[config.mk]
export PLATFORM = sky130hd
export DESIGN_NAME = dma2d_agen
export DESIGN_NICKNAME = d
export VERILOG_FILES = /design/src/rtl/dma2d_pkg.sv /design/src/rtl/dma2d_walker.sv /design/src/rtl/dma2d_cfgchk.sv /design/src/rtl/dma2d_agen.sv
export SDC_FILE = /design/constraint.sdc
export NUM_CORES = 2
export LEC_CHECK = 0
export BUFFER_PORTS_ARGS = -buffer_cell sky130_fd_sc_hd__buf_2
export CAP_MARGIN = 10
export CORE_ASPECT_RATIO = 1.2
export CORE_UTILIZATION = 40
export CTS_BUF_LIST = sky130_fd_sc_hd__clkbuf_16
export DETAILED_ROUTE_END_ITERATION = 12
export GPL_TIMING_DRIVEN = 0
export SETUP_SLACK_MARGIN = 0.4
export SLEW_MARGIN = 20
export SYNTH_ARGS = -nofsm -noshare
export SYNTH_HDL_FRONTEND = slang
export SYNTH_SLANG_ARGS = --single-unit
[constraint.sdc]
create_clock -name clk -period 7.2 [get_ports clk]
set_input_delay 0.72 -clock clk [delete_from_list [all_inputs] [get_ports clk]]
set_output_delay 0.72 -clock clk [all_outputs]
set_load 0.02 [all_outputs]
[src/rtl/dma2d_pkg.sv]
package dma2d_pkg;
  typedef enum logic {
    CH_IDLE = 1'b0,
    CH_RUN  = 1'b1
  } ch_state_e;
endpackage

[src/rtl/dma2d_walker.sv]
// One side's two-level address walk: inner run of icnt words, ocnt runs.
module dma2d_walker #(
  parameter int ADDR_W   = 32,
  parameter int CNT_W    = 16,
  parameter int STRIDE_W = 16
) (
  input  logic                clk,
  input  logic                rst_n,
  input  logic                load,
  input  logic                step,
  input  logic [ADDR_W-1:0]   base,
  input  logic [CNT_W-1:0]    icnt,
  input  logic [CNT_W-1:0]    ocnt,
  input  logic [STRIDE_W-1:0] istride,
  input  logic [STRIDE_W-1:0] ostride,
  output logic [ADDR_W-1:0]   addr,
  output logic                last
);
  localparam int EXT_W = ADDR_W - STRIDE_W;
  localparam logic [CNT_W-1:0] ONE = CNT_W'(1);

  logic [CNT_W-1:0]    icur_q, ocur_q, ireload_q;
  logic [STRIDE_W-1:0] istr_q, ostr_q;
  logic [ADDR_W-1:0]   addr_q;
  logic                inner_end;

  function automatic logic [ADDR_W-1:0] sext(input logic [STRIDE_W-1:0] s);
    return {{EXT_W{s[STRIDE_W-1]}}, s};
  endfunction

  assign inner_end = (icur_q == ONE);

  always_ff @(posedge clk or negedge rst_n) begin
    if (!rst_n) begin
      addr_q    <= '0;
      icur_q    <= '0;
      ocur_q    <= '0;
      ireload_q <= '0;
      istr_q    <= '0;
      ostr_q    <= '0;
    end else if (load) begin
      addr_q    <= base;
      icur_q    <= icnt;
      ocur_q    <= ocnt;
      ireload_q <= icnt;
      istr_q    <= istride;
      ostr_q    <= ostride;
    end else if (step) begin
      if (inner_end) begin
        addr_q <= addr_q + sext(ostr_q);
        icur_q <= ireload_q;
        ocur_q <= ocur_q - ONE;
      end else begin
        addr_q <= addr_q + sext(istr_q);
        icur_q <= icur_q - ONE;
      end
    end
  end

  assign addr = addr_q;
  assign last = inner_end && (ocur_q == ONE);
endmodule

[src/rtl/dma2d_cfgchk.sv]
// Start-time configuration screen: zero counts or unequal totals.
module dma2d_cfgchk #(
  parameter int CNT_W = 16
) (
  input  logic [CNT_W-1:0] src_icnt,
  input  logic [CNT_W-1:0] src_ocnt,
  input  logic [CNT_W-1:0] dst_icnt,
  input  logic [CNT_W-1:0] dst_ocnt,
  output logic             cfg_bad
);
  localparam int TOT_W = 2 * CNT_W;

  logic [TOT_W-1:0] src_total, dst_total;
  logic             any_zero;

  always_comb begin
    src_total = TOT_W'(src_icnt) * TOT_W'(src_ocnt);
    dst_total = TOT_W'(dst_icnt) * TOT_W'(dst_ocnt);
    any_zero  = (src_icnt == '0) || (src_ocnt == '0) ||
                (dst_icnt == '0) || (dst_ocnt == '0);
    cfg_bad   = any_zero || (src_total != dst_total);
  end
endmodule

[src/rtl/dma2d_agen.sv]
module dma2d_agen
  import dma2d_pkg::*;
#(
  parameter int ADDR_W   = 32,
  parameter int CNT_W    = 16,
  parameter int STRIDE_W = 16
) (
  input  logic                clk,
  input  logic                rst_n,
  input  logic                start,
  input  logic [ADDR_W-1:0]   src_base,
  input  logic [CNT_W-1:0]    src_icnt,
  input  logic [CNT_W-1:0]    src_ocnt,
  input  logic [STRIDE_W-1:0] src_istride,
  input  logic [STRIDE_W-1:0] src_ostride,
  input  logic [ADDR_W-1:0]   dst_base,
  input  logic [CNT_W-1:0]    dst_icnt,
  input  logic [CNT_W-1:0]    dst_ocnt,
  input  logic [STRIDE_W-1:0] dst_istride,
  input  logic [STRIDE_W-1:0] dst_ostride,
  output logic                xfer_valid,
  input  logic                xfer_ready,
  output logic [ADDR_W-1:0]   xfer_src,
  output logic [ADDR_W-1:0]   xfer_dst,
  output logic                busy,
  output logic                irq_done,
  output logic                irq_err
);
  localparam int NSIDE = 2;

  ch_state_e state_q;
  logic      cfg_bad, load, fire;
  logic      done_q, err_q;

  logic [ADDR_W-1:0]   side_base [NSIDE];
  logic [CNT_W-1:0]    side_icnt [NSIDE];
  logic [CNT_W-1:0]    side_ocnt [NSIDE];
  logic [STRIDE_W-1:0] side_is   [NSIDE];
  logic [STRIDE_W-1:0] side_os   [NSIDE];
  logic [ADDR_W-1:0]   side_addr [NSIDE];
  logic [NSIDE-1:0]    side_last;

  assign side_base[0] = src_base;    assign side_base[1] = dst_base;
  assign side_icnt[0] = src_icnt;    assign side_icnt[1] = dst_icnt;
  assign side_ocnt[0] = src_ocnt;    assign side_ocnt[1] = dst_ocnt;
  assign side_is[0]   = src_istride; assign side_is[1]   = dst_istride;
  assign side_os[0]   = src_ostride; assign side_os[1]   = dst_ostride;

  dma2d_cfgchk #(.CNT_W(CNT_W)) u_chk (
    .src_icnt(src_icnt), .src_ocnt(src_ocnt),
    .dst_icnt(dst_icnt), .dst_ocnt(dst_ocnt),
    .cfg_bad (cfg_bad)
  );

  assign load = (state_q == CH_IDLE) && start && !cfg_bad;
  assign fire = xfer_valid && xfer_ready;

  for (genvar s = 0; s < NSIDE; s++) begin : g_side
    dma2d_walker #(.ADDR_W(ADDR_W), .CNT_W(CNT_W), .STRIDE_W(STRIDE_W)) u_walk (
      .clk(clk), .rst_n(rst_n), .load(load), .step(fire),
      .base(side_base[s]), .icnt(side_icnt[s]), .ocnt(side_ocnt[s]),
      .istride(side_is[s]), .ostride(side_os[s]),
      .addr(side_addr[s]), .last(side_last[s])
    );
  end

  always_ff @(posedge clk or negedge rst_n) begin
    if (!rst_n) begin
      state_q <= CH_IDLE;
      done_q  <= 1'b0;
      err_q   <= 1'b0;
    end else begin
      done_q <= 1'b0;
      err_q  <= 1'b0;
      case (state_q)
        CH_IDLE: begin
          if (start) begin
            if (cfg_bad) err_q   <= 1'b1;
            else         state_q <= CH_RUN;
          end
        end
        CH_RUN: begin
          if (fire && side_last[0]) begin
            state_q <= CH_IDLE;
            done_q  <= 1'b1;
          end
        end
        default: state_q <= CH_IDLE;
      endcase
    end
  end

  assign busy       = (state_q == CH_RUN);
  assign xfer_valid = busy;
  assign xfer_src   = side_addr[0];
  assign xfer_dst   = side_addr[1];
  assign irq_done   = done_q;
  assign irq_err    = err_q;

  // offered pair is held under back-pressure
  p_hold_under_stall_r5: assert property (@(posedge clk) disable iff (!rst_n)
    xfer_valid && !xfer_ready |=> xfer_valid && $stable(xfer_src) && $stable(xfer_dst));

  // equal totals mean both walks end on the same transfer
  p_sides_end_together_r8: assert property (@(posedge clk) disable iff (!rst_n)
    xfer_valid |-> (side_last[0] == side_last[1]));

  // completion follows acceptance of the final pair
  p_done_after_last_r6: assert property (@(posedge clk) disable iff (!rst_n)
    irq_done |-> $past(fire && side_last[0]));

  // channel is idle while completion is signalled
  p_done_idle_r6: assert property (@(posedge clk) disable iff (!rst_n)
    irq_done |-> !busy && !xfer_valid);

  // error only after an idle start, and with nothing offered
  p_err_no_xfer_r7: assert property (@(posedge clk) disable iff (!rst_n)
    irq_err |-> !xfer_valid && $past(start && !busy));

  // the two interrupts are exclusive
  p_irq_exclusive_r10: assert property (@(posedge clk) disable iff (!rst_n)
    $onehot0({irq_done, irq_err}));
endmodule

==> qor.yml <==
setup_path:
  cp_common_cell: "fa_1"
  arrival_ns: 8.14
  r2r_end: "g_side[1].u_walk.addr[30]"
  cp_slowest_cell: "fa_2"
  startpoint_type: "input pin"
  r2r_start: "g_side[1].u_walk.icur_q[2]"
  worstPathCellList: "clkbuf_4 -> clkbuf_16 -> nand2_1 -> fa_1 -> fa_1 -> fa_2 -> fa_1 -> fa_1 -> fa_1 -> inv_1 -> ha_1 -> buf_6 -> nand3_1 -> or4_4 -> o21ai_4 -> nor2b_2 -> o21ai_0 -> or4b_1 -> or4_4 -> or4_4 -> buf_6 -> buf_16 -> clkbuf_16 -> mux2_4"
  worst_setup_path_end_kind: "flop"
  path_buf_inv: 7
  rr_worst_depth: 19
  max_stage_delay_ns: 0.65
  cp.required_ns: 7.61
  crit_family: "adder cells"
  rrSetupSlack_ns: 0.71
  crit_fanout: 10
  crit_type: "input pin to flop"
die:
  io_pins: 264
  fp.dieW_um: 254
  dieArea_um2: 77600
  rows: 110
  core_area_um2: 75400
  die_h_um: 305
  initial_core_util_pct: 40.6
logic_synthesis:
  synth.avg_cell_area_um2: 8.99
  synth_top_area_share_pct: 25.5
  synth_warnings: 0
  yosysSeqAreaShare_pct: 17.3
  synthesis.nets: 4265
  ys_types: 77
  async_flop_share_pct: 100
  synth_top_area_cell: "fa_1"
  synth-edff-count: 0
  synth-main-ff-cell: "dfrtp_1"
  synth_area_um2: 30600
  synth_area_leaders: "fa_1, dfrtp_1, ha_1"
  ys_ff_latch: 211
  syn_inst: 3403
drt:
  drt_first_pass_iters: 5
  drt-initial-drc-count: 1368
  drc: 0
  wire_per_inst_um: 21.4
  via_per_inst: 5.49
  via_count: 26300
  drt_wl_total_mm: 102
  ant_nets: 0
layout:
  layout-drive-gt1-share_pct: 23.5
  num-fill-cells: 7109
  finish.utilization_pct: 50.5
  final_cell_mix: "nand2_1, inv_1, fa_1, ha_1, dfrtp_1"
  final_common_cell: "nand2_1"
  layoutNonFillerInstCount: 4785
  fin_nets: 4628
  area_delta_synth_final_pct: 24.6
  fin_area_um2: 38100
timing:
  fin_crit_sh_pct: 107
  setup_viol: 210
  layout_setup_ws_ns: -0.526
  fmax_mhz: 129
  worst_slew_pin_slew_ns: 1.16
  rsz0062_at_grt: "yes"
  hold_violations: 0
  fin_setup_tns_ns: -89.17
  clock_skew_ns: 0.0142
  period_needed_ns: 7.73
  final_max_slew_viol_count: 0
  maxSlewHeadroom_pct: 22.4
placed_design:
  gp_congestion: 0.930
  dp_hpwl_mm: 78.6
  port-buffer-count: 232
  pre_cts_ws_ns: -2.36
  dpl_cell_area_um2: 33600
  dp.cells: 4645
hold_path:
  hp-class: "input pin to async pin"
run_status:
  status: "finished with violations"
  failed_checks: "setup timing"
grt:
  grt_use_total_pct: 26.3
  grt_start_max_net_pins: 88
  grt_pass1_wl_mm: 157
  grt_pass1_vias: 27700
  antenna_found_initial: 5
  grt_overflow: 0
flow_run:
  cap_violations: 0
clock_tree:
  insertion_delay_ns: 0.54
  clock-sinks: 211
  clockBufferDepth: 3
  cts_tree: "done"
  htree_levels: 1
  cts.root.buffer_cell: "clkbuf_16"
  clk_pin_slew_ns: 0.07
  cts_inserted_buffers: 22
power:
  power.leakage_nw: 19.0
  ir_drop_v: 0.000940
  p_per_area_nw_per_um2: 539
==> kinds of logic (layout without fill, tap and decap cells) <==
logic type	count (synthesis)	after routing	share of synthesized area, %
compound gates	413	413	8.90
simple gates	1269	1269	20.0
flops	211	211	17.3
mux	108	108	4.79
buf+inv	575	948	7.57
fa+ha+maj	666	666	36.8
other cells	0	1	0
xor+xnor	161	161	4.70
==> report_power, final <==
part	switching, mW	internal, mW	total [mW]
Combinational	9.70	8.31	18.0
Sequential	0.144	1.29	1.44
Clock	0.507	0.606	1.11
==> area by class of cell <==
type / count / area (µm²) / area share (%)
repair buffers: 339 / 2690 / 7.07
diodes: 1 / 2.50 / 0.00657
multi-input cells: 2617 / 24200 / 63.5
clock inverters: 11 / 73.8 / 0.194
inverters: 391 / 1470 / 3.85
flip-flops and latches: 211 / 5280 / 13.9
well taps: 1008 / 1260 / 3.31
plain buffers: 184 / 2550 / 6.69
clock buffers: 23 / 576 / 1.51
==> cell usage after synthesis (8+ instances only) <==
cell type and number:
nand2_1 525, inv_1 391, fa_1 390, ha_1 276, dfrtp_1 211, and2_1 205
nand3_1 174, clkbuf_1 138, a21oi_1 131, nor2_1 129, xnor2_1 101, nand4_1 84
mux2_4 69, o21ai_0 62, xor2_1 58, a21o_1 36, o211ai_1 33, mux2_2 31
nor4_1 31, nor3_1 25, and3_1 24, o21bai_1 22, a211oi_1 19, buf_6 18
buf_2 15, o21a_1 15, nor2b_1 12, buf_1 11, nand2b_1 11, or3_1 11
or2_2 9, mux2i_1 8, o21ai_1 8, o31ai_1 8
==> metal layers <==
layer / vias up / wire length (µm) / GRT usage (%)
met3: 232 / 6070 / 3.24
li1: 12000 / - / -
met1: 13200 / 38000 / 29.9
met2: 872 / 53200 / 48.7
met5: - / 27 / 0
met4: 4 / 4910 / 11.4
==> registers in the layout, summed over array words and instances, names as in the netlist <==
register / cells
busy: 1
g_side.u_walk.addr: 64
g_side.u_walk.icur_q: 32
g_side.u_walk.ireload_q: 32
g_side.u_walk.istr_q: 32
g_side.u_walk.ocur_q: 16
g_side.u_walk.ostr_q: 32
irq_done: 1
irq_err: 1
==> through the flow <==
step | hold slack [ns] | total power [mW]
finish | 0.0656 | 20.6
global placement | 0.447 | 16.6
CTS | 0.0625 | 19.8
global route | 0.0795 | 22.4
floorplan | 0.424 | 13.2
detailed placement | 0.459 | 16.7
==> worst max-delay path by stage <==
stage | start | slack [ns] | endpoint | depth (start not counted)
after floorplan | src_ocnt[3] | -0.45 | g_side[0].u_walk.addr[20] | 25
after global placement | src_ocnt[8] | -2.52 | g_side[0].u_walk.addr[24] | 25
after detailed placement | src_icnt[14] | -2.36 | g_side[0].u_walk.addr[11] | 28
after CTS | src_icnt[12] | -0.45 | g_side[1].u_walk.addr[8] | 29
after global routing | src_ocnt[4] | -0.70 | g_side[1].u_walk.addr[8] | 31
final | dst_icnt[5] | -0.53 | g_side[1].u_walk.ostr_q[11] | 24
==> repair_timing <==
action,in CTS,in global routing
pin swaps,109,22
hold buffers,0,0
cloned,18,5
setup endpoints to repair,210,210
setup buffers,73,9
resized for setup,478,116
Note: power is estimated with default switching activity, not from simulation.
